## src/rtl/mixmul_pkg.sv

```systemverilog
package mixmul_pkg;
  // strobes from control to datapath
  typedef struct packed {
    logic load;   // capture a new product
    logic clear;  // zero the product register
  } mulStrobe_t;
endpackage

```

## src/rtl/mixmul_ext.sv

```systemverilog
module mixmul_ext #(
  parameter int unsigned OP_W = 16
) (
  input  logic [OP_W-1:0] data,
  input  logic            isSigned,
  output logic [OP_W:0]   wide
);
  // one extra bit: a copy of the top bit when signed, zero otherwise
  assign wide = {isSigned & data[OP_W-1], data};
endmodule

```

## src/rtl/mixmul_ctrl.sv

```systemverilog
module mixmul_ctrl
  import mixmul_pkg::*;
(
  input  logic       clk,
  input  logic       rst,
  input  logic       reqValid,
  output mulStrobe_t strobes,
  output logic       validQ
);
  always_comb begin
    strobes.clear = rst;
    strobes.load  = reqValid & ~rst;
  end

  always_ff @(posedge clk) begin
    if (rst) validQ <= 1'b0;
    else     validQ <= reqValid;
  end
endmodule

```

## src/rtl/mixmul_dp.sv

```systemverilog
module mixmul_dp
  import mixmul_pkg::*;
#(
  parameter int unsigned OP_W = 16
) (
  input  logic                clk,
  input  mulStrobe_t          strobes,
  input  logic [OP_W-1:0]     opA,
  input  logic [OP_W-1:0]     opB,
  input  logic                aSigned,
  input  logic                bSigned,
  output logic [2*OP_W-1:0]   prodQ
);
  localparam int unsigned EXT_W  = OP_W + 1;
  localparam int unsigned PROD_W = 2 * OP_W;

  logic [OP_W-1:0]  opArr   [2];
  logic             sgnArr  [2];
  logic [EXT_W-1:0] wideArr [2];

  assign opArr[0]  = opA;
  assign opArr[1]  = opB;
  assign sgnArr[0] = aSigned;
  assign sgnArr[1] = bSigned;

  for (genvar gi = 0; gi < 2; gi++) begin : g_ext
    mixmul_ext #(.OP_W(OP_W)) u_ext (
      .data    (opArr[gi]),
      .isSigned(sgnArr[gi]),
      .wide    (wideArr[gi])
    );
  end

  logic signed [EXT_W-1:0] extA, extB;
  logic [PROD_W-1:0]       prodNext;

  assign extA = $signed(wideArr[0]);
  assign extB = $signed(wideArr[1]);
  // full signed product truncated to the architectural width
  assign prodNext = PROD_W'(extA * extB);

  always_ff @(posedge clk) begin
    if (strobes.clear)     prodQ <= '0;
    else if (strobes.load) prodQ <= prodNext;
  end
endmodule

```

## src/rtl/mixed_sign_mul.sv

```systemverilog
module mixed_sign_mul
  import mixmul_pkg::*;
#(
  parameter int unsigned OP_W = 16
) (
  input  logic                clk,
  input  logic                rst,
  input  logic                reqValid,
  input  logic [OP_W-1:0]     opA,
  input  logic [OP_W-1:0]     opB,
  input  logic                aSigned,
  input  logic                bSigned,
  output logic [2*OP_W-1:0]   product,
  output logic                prodValid
);
  mulStrobe_t strobes;

  mixmul_ctrl u_ctrl (
    .clk     (clk),
    .rst     (rst),
    .reqValid(reqValid),
    .strobes (strobes),
    .validQ  (prodValid)
  );

  mixmul_dp #(.OP_W(OP_W)) u_dp (
    .clk    (clk),
    .strobes(strobes),
    .opA    (opA),
    .opB    (opB),
    .aSigned(aSigned),
    .bSigned(bSigned),
    .prodQ  (product)
  );
endmodule

```

## config.mk

```make
export PLATFORM = sky130hd
export DESIGN_NAME = mixed_sign_mul
export DESIGN_NICKNAME = d
export VERILOG_FILES = /design/src/rtl/mixmul_pkg.sv /design/src/rtl/mixmul_ext.sv /design/src/rtl/mixmul_ctrl.sv /design/src/rtl/mixmul_dp.sv /design/src/rtl/mixed_sign_mul.sv
export SDC_FILE = /design/constraint.sdc
export NUM_CORES = 1
export LEC_CHECK = 0
export BUFFER_PORTS_ARGS = -buffer_cell sky130_fd_sc_hd__clkbuf_2
export CORE_MARGIN = 2
export CORE_UTILIZATION = 60
export DETAILED_ROUTE_END_ITERATION = 8
export PLACE_DENSITY = 0.89
export SYNTH_ARGS = -nofsm -noshare
export SYNTH_HDL_FRONTEND = slang
export SYNTH_SLANG_ARGS = --single-unit
```

## constraint.sdc

```tcl
create_clock -name clk -period 12.5 [get_ports clk]
set_input_delay 3.75 -clock clk [delete_from_list [all_inputs] [get_ports clk]]
set_output_delay 3.75 -clock clk [all_outputs]
set_load 0.02 [all_outputs]
```

==> results.sh, run 1 <==
export IMPL_wl_per_cell_um=17.7
export IMPL_dr_pass1_iters=5
export IMPL_synth_edf_count=0
export IMPL_start_kind="input pin"
export IMPL_skew_ns=0
export IMPL_cts_buffers=5
export IMPL_arrival_ns=10.01
export IMPL_clk_pin_slew_ns=0.06
export IMPL_rsz0062_at_grt="false"
export IMPL_rows=51
export IMPL_path_max_fanout=28
export IMPL_diodes=0
export IMPL_synth_cell_types=56
export IMPL_cts_root_buf="clkbuf_16"
export IMPL_async_flop_share_pct=0
export IMPL_r2r_setup_slack_ns=11.62
export IMPL_period_needed_ns=9.81
export IMPL_drv_slew=0
export IMPL_vias=8780
export IMPL_antenna_found_initial=1
export IMPL_yosysTopAreaCellShare_pct=48.2
export IMPL_route_antenna_remaining_nets=0
export IMPL_path_buf_inv=6
export IMPL_finalSetupTns_ns=0
export IMPL_slew_headroom_pct=34.7
export IMPL_drt_total_wl_um=27900
export IMPL_drive_gt1_share_pct=7.34
export IMPL_cts_hold_buf=0
export IMPL_finalCritPeriodShare_pct=78.5
export IMPL_num_io_pins=70
export IMPL_synth_cells=1286
export IMPL_syn_area_um2=11700
export IMPL_cts_tree="yes"
export IMPL_multi_input_area_um2=9630
export IMPL_die_area_um2=20600
export IMPL_nets=1708
export IMPL_drt_iter0_drc=513
export IMPL_critPathKind="in2reg"
export IMPL_vias_per_cell=5.58
export IMPL_worst_pin_slew_ns=0.979
export IMPL_fmax_mhz=102
export IMPL_grt_max_degree=41
export IMPL_crit_required_ns=12.70
export IMPL_drv_cap=0
export IMPL_ctsResizeCount=0
export IMPL_coreArea_um2=19300
export IMPL_path_delay_family="adder cells"
export IMPL_insertion_delay_ns=0.28
export IMPL_initial_core_util_pct=60.6
export IMPL_track_usage_pct=28.6
export IMPL_cts_max_level=2
export IMPL_grt_first_pass_wirelength_um=45800
export IMPL_yosysWarnings=0
export IMPL_ys_seq_area_share_pct=5.64
export IMPL_synth_area_top_cells="fa_1, inv_1, ha_1, and2_1, dfxtp_1"
export IMPL_die_w_um=144
export IMPL_syn_nets=1687
export IMPL_clk_path_buf_depth=2
export IMPL_area_growth_pct=5.47
export IMPL_cts_sinks=33
export IMPL_slowest_stage="fa_1"
export IMPL_finalSetupViolations=0
export IMPL_hold_path_class="reg2reg"
export IMPL_avgSynthCellArea_um2=9.10
export IMPL_die_height_um=144
export IMPL_final_hold_viol_count=0
export IMPL_crit_top_cell="fa_1"
export IMPL_end_kind="flop"
export IMPL_gr_total_overflow=0
export IMPL_status="finished, final reports clean"
export IMPL_postCtsSetupRepairBufs=0
export IMPL_crit_chain="clkbuf_2, and2_1, nand2_1, inv_1, fa_1, inv_1, fa_1, inv_1, fa_1, fa_1, fa_1, inv_1, fa_1, inv_1, ha_1, o21ai_0, nor2_1, nor3_1, o22a_1, nand2_2, a221o_1, o41ai_2, nand4b_1, o221ai_1"
export IMPL_synth_top_cell_by_area="fa_1"
export IMPL_grt_pass1_vias=9753
export IMPL_gp_congestion=0.925
export IMPL_regArea_um2=661
export IMPL_cp_slowest_stage_delay_ns=0.58
export IMPL_fillers=1478
export IMPL_drc_errors=0
export IMPL_synth_ff_latch_count=33
export IMPL_numPortBuffers=69
export IMPL_dpl_hpwl_um=22900
export IMPL_synth_top_flop_cell="dfxtp_1"
[cell usage in the layout (no fill, tap or decap), types with 10 or more instances in the layout]
master | synthesis | layout
inv_1 | 322 | 322
fa_1 | 282 | 282
nand2_1 | 146 | 146
and2_1 | 130 | 130
ha_1 | 82 | 82
clkbuf_2 | 0 | 69
nor2_1 | 53 | 53
dfxtp_1 | 33 | 33
xnor2_1 | 21 | 21
mux2i_1 | 18 | 18
a21oi_1 | 15 | 15
xor2_1 | 12 | 12
nand2b_1 | 10 | 10
o21ai_0 | 10 | 10
a21o_1 | 10 | 10
[per-layer routing]
| metal | up-vias | routed length [um] | share of wire (%) | GRT usage (%) |
|---|---|---|---|---|
| li1 | 3805 | - | - | - |
| met1 | 4441 | 9780 | 35 | 33.2 |
| met2 | 426 | 14800 | 53 | 52.2 |
| met3 | 108 | 2000 | 7.2 | 3.97 |
| met4 | 0 | 1360 | 4.9 | 13.6 |
| met5 | - | 0 | 0 | 0 |
[cell usage after synthesis, types with 2 or more instances]
library cell,number
xnor2_1,21
o22ai_1,5
nand2b_1,10
and3_1,8
and4_1,2
o21a_1,3
a211oi_2,2
and2_1,130
a21o_1,10
nor3_1,8
mux2i_1,18
a31oi_1,5
a21oi_1,15
o21ai_2,2
xor2_1,12
inv_1,322
nand2_1,146
o21ai_0,10
clkbuf_1,52
buf_1,2
o31ai_1,2
nor2_1,53
nand4b_1,2
or2_2,6
fa_1,282
dfxtp_1,33
a211oi_1,8
ha_1,82
nand3_1,8
[tightest hold or removal path, delay by kind of cell, from the launching register on]
family	cells	cell delay, ns
flip-flops	1	0.32
AO/OA/AOI/OAI	1	0.06
AND/OR/NAND/NOR	1	0.05
[state kept, by name, summed over array words and instances (netlist names)]
register,flops
u_ctrl.validQ,1
u_dp.prodQ,32
[kinds of logic after synthesis]
logic type               share of synthesized area [%]
multiplexers                                      1.54
AO/OA/AOI/OAI                                     5.12
adder cells (fa/ha/maj)                           57.0
XOR/XNOR                                          2.47
buffers and inverters                             12.1
AND/OR/NAND/NOR                                   16.2
flip-flops                                        5.64
[final cells by class]
type                            count  area share (%)
Inverter                          322            9.79
Multi-Input combinational cell    876            78.0
Clock buffer                        5            1.01
Tap cell                          265            2.68
Clock inverter                      3           0.375
Timing Repair Buffer               69            2.80
Sequential cell                    33            5.35
[per-stage QoR]
stage	setup WS, ns	hold WS, ns	cells	cell area, um2	util, %
2_1_floorplan	3.00	0.535	1286	11700	-
3_3_place_gp	2.65	0.452	1565	12200	63.0
3_5_place_dp	2.47	0.463	1565	12200	63.0
4_1_cts	2.71	0.477	1573	12300	63.9
5_1_grt	2.34	0.498	1573	12300	63.9
6_report	2.69	0.478	1573	12300	63.9
[final timing paths]
path / start / end / cells after the start
setup / recovery: opA[15] / u_dp.prodQ[30]$_SDFFE_PP0P_ / 24
hold / removal: u_dp.prodQ[29]$_SDFFE_PP0P_ / u_dp.prodQ[29]$_SDFFE_PP0P_ / 2
setup reg to reg: u_dp.prodQ[23]$_SDFFE_PP0P_ / u_dp.prodQ[23]$_SDFFE_PP0P_ / 3
hold reg to reg: u_dp.prodQ[29]$_SDFFE_PP0P_ / u_dp.prodQ[29]$_SDFFE_PP0P_ / 2
Power of run 1 is left out: the tool's default activity adds up to more than one toggle a clock period on the data nets, which glitch-free logic cannot reach.
==> inputs of run 2 (changes only) <==
- CORE_UTILIZATION: 60 -> 58
- PLACE_DENSITY: 0.89 -> 0.9
- clock period: 12.5 -> 7.9 ns (I/O delays scaled with it)
==> run 2 against run 1 <==
  * Critical path depth unchanged
  * Via count is 8.8% higher
  * Die area is 3.3% higher
  * Critical path type unchanged
==> results.sh, run 2 (synthesized netlist as in run 1, its figures left out) <==
export IMPL_status="finished, final reports clean"
export IMPL_gr_usage_met2_pct=54.1
export IMPL_finalCritPeriodShare_pct=99.8
export IMPL_worstReg2RegEnd="u_dp.prodQ[23]$_SDFFE_PP0P_"
export IMPL_crit_required_ns=8.03
export IMPL_grt_first_pass_wirelength_um=50300
export IMPL_rsz0062_at_grt="true"
export IMPL_whs_endpoint="u_dp.prodQ[27]$_SDFFE_PP0P_"
export IMPL_grt_max_degree=41
export IMPL_drv_slew=0
export IMPL_worst_pin_slew_ns=0.972
export IMPL_r2r_setup_slack_ns=6.90
export IMPL_die_w_um=146
export IMPL_antenna_found_initial=1
export IMPL_regArea_um2=661
export IMPL_track_usage_pct=29.3
export IMPL_regMostFlops="u_dp.prodQ"
export IMPL_dpl_hpwl_um=25700
export IMPL_numPortBuffers=69
export IMPL_finalSetupViolations=0
export IMPL_dp_cells=1670
export IMPL_final_common_cell="inv_1"
export IMPL_final_hold_viol_count=0
export IMPL_area_growth_pct=14.8
export IMPL_period_needed_ns=7.88
export IMPL_grt_pass1_vias=10571
export IMPL_drt_iter0_drc=621
export IMPL_gp_congestion=0.939
export IMPL_nets=1813
export IMPL_place_area_um2=13000
export IMPL_fillers=1298
export IMPL_slew_headroom_pct=35.2
export IMPL_cts_root_buf="clkbuf_16"
export IMPL_hold_path_class="reg2reg"
export IMPL_critPathKind="in2reg"
export IMPL_clk_path_buf_depth=2
export IMPL_die_height_um=146
export IMPL_route_antenna_remaining_nets=0
export IMPL_drv_cap=0
export IMPL_cts_buffers=5
export IMPL_fin_cells=1679
export IMPL_cts_hold_buf=0
export IMPL_drc_errors=0
export IMPL_reg_largest_list="u_dp.prodQ (32), u_ctrl.validQ (1)"
export IMPL_die_area_um2=21300
export IMPL_finalSetupTns_ns=0
export IMPL_r2r_cells=3
export IMPL_insertion_delay_ns=0.28
export IMPL_layout_common_cells="inv_1, fa_1, nand2_1, and2_1, buf_4"
export IMPL_grt_use_met3_pct=4.34
export IMPL_dr_pass1_iters=7
export IMPL_hold_start="u_dp.prodQ[27]$_SDFFE_PP0P_"
export IMPL_top_usage_layer="met2"
export IMPL_wl_per_cell_um=18.7
export IMPL_skew_ns=0
export IMPL_largest_register_ffs=32
export IMPL_drt_total_wl_um=31500
export IMPL_coreArea_um2=19700
export IMPL_cts_tree="yes"
export IMPL_fmax_mhz=127
export IMPL_vias=9556
export IMPL_rows=51
export IMPL_start_kind="input pin"
export IMPL_cts_sinks=33
export IMPL_met1_usage_pct=33.5
export IMPL_num_io_pins=70
export IMPL_postCtsSetupRepairBufs=0
export IMPL_drive_gt1_share_pct=16.9
export IMPL_cts_max_level=2
export IMPL_timing_rr_start="u_dp.prodQ[23]$_SDFFE_PP0P_"
export IMPL_end_kind="flop"
export IMPL_gr_total_overflow=0
export IMPL_vias_per_cell=5.69
export IMPL_initial_core_util_pct=59.6
export IMPL_final_area_um2=13400
export IMPL_arrival_ns=8.01
export IMPL_path_max_fanout=9
export IMPL_hold_depth=1
export IMPL_multi_input_area_um2=9860
export IMPL_clk_pin_slew_ns=0.05
run 2: changes by cell type in the layout (fill, tap and decap cells not counted), sizes merged:
cell      previous run  this run
buf                  0       114
diode                0         1
clkbuf              74        67
clkinv               1         0
clkinvlp             1         0
run 2: worst max path at each step:
| stage | end | slack, ns | depth (start not counted) | start |
|---|---|---|---|---|
| 2_1_floorplan | u_dp.prodQ[30]$_SDFFE_PP0P_ | -0.01 | 26 | opA[15] |
| 3_3_place_gp | u_dp.prodQ[30]$_SDFFE_PP0P_ | -0.12 | 20 | opA[9] |
| 3_5_place_dp | u_dp.prodQ[30]$_SDFFE_PP0P_ | -0.28 | 22 | opA[9] |
| 4_1_cts | u_dp.prodQ[30]$_SDFFE_PP0P_ | 0.03 | 22 | opB[5] |
| 5_1_grt | u_dp.prodQ[25]$_SDFFE_PP0P_ | -0.15 | 24 | opB[2] |
| 6_report | u_dp.prodQ[25]$_SDFFE_PP0P_ | 0.02 | 24 | opB[2] |
run 2: through the flow:
stage                     util (%)  worst slack, ns  hold WS (ns)
after detailed placement      66.3           -0.277         0.467
after CTS                     67.2           0.0267         0.480
after floorplan                  -          -0.0114         0.535
after global placement        66.3           -0.119         0.455
after global routing          68.4           -0.154         0.513
final                         68.4           0.0163         0.499
run 2: what timing repair did:
item                                    CTS  global route
endpoints found under the hold margin     0             0
gates resized for setup                   1            81
gates cloned                              0             0
pin swaps                                 0            24
endpoints found under the setup margin    1            11
run 2: critical path, cell delays in order:
cell	delay [ns]
clkbuf_4	0.18
buf_4	0.19
and2_1	0.17
fa_1	0.53
inv_1	0.05
fa_1	0.53
inv_1	0.04
ha_1	0.19
fa_1	0.48
inv_1	0.05
fa_1	0.49
fa_1	0.50
inv_1	0.05
ha_1	0.29
o21ai_0	0.32
buf_4	0.18
nand2b_1	0.07
o2111a_1	0.20
o21ai_4	0.20
o22ai_4	0.13
a41o_1	0.30
xor2_1	0.17
mux2i_1	0.23
nor2_1	0.09
run 2: final cells by class:
cell class / count / share of cell area, %
inverters: 322 / 8.99
repair buffers: 174 / 8.98
clock buffers: 7 / 1.06
diodes: 1 / 0.0186
flip-flops and latches: 33 / 4.91
multi-input cells: 876 / 73.4
well taps: 265 / 2.47
clock inverters: 1 / 0.223
run 2: layer usage:
layer	wire (um)	vias to the layer above
met5	0	-
met4	2030	0
met3	2350	190
met2	16600	553
met1	10500	4802
li1	-	4011
Power of run 2 is left out for the same reason.
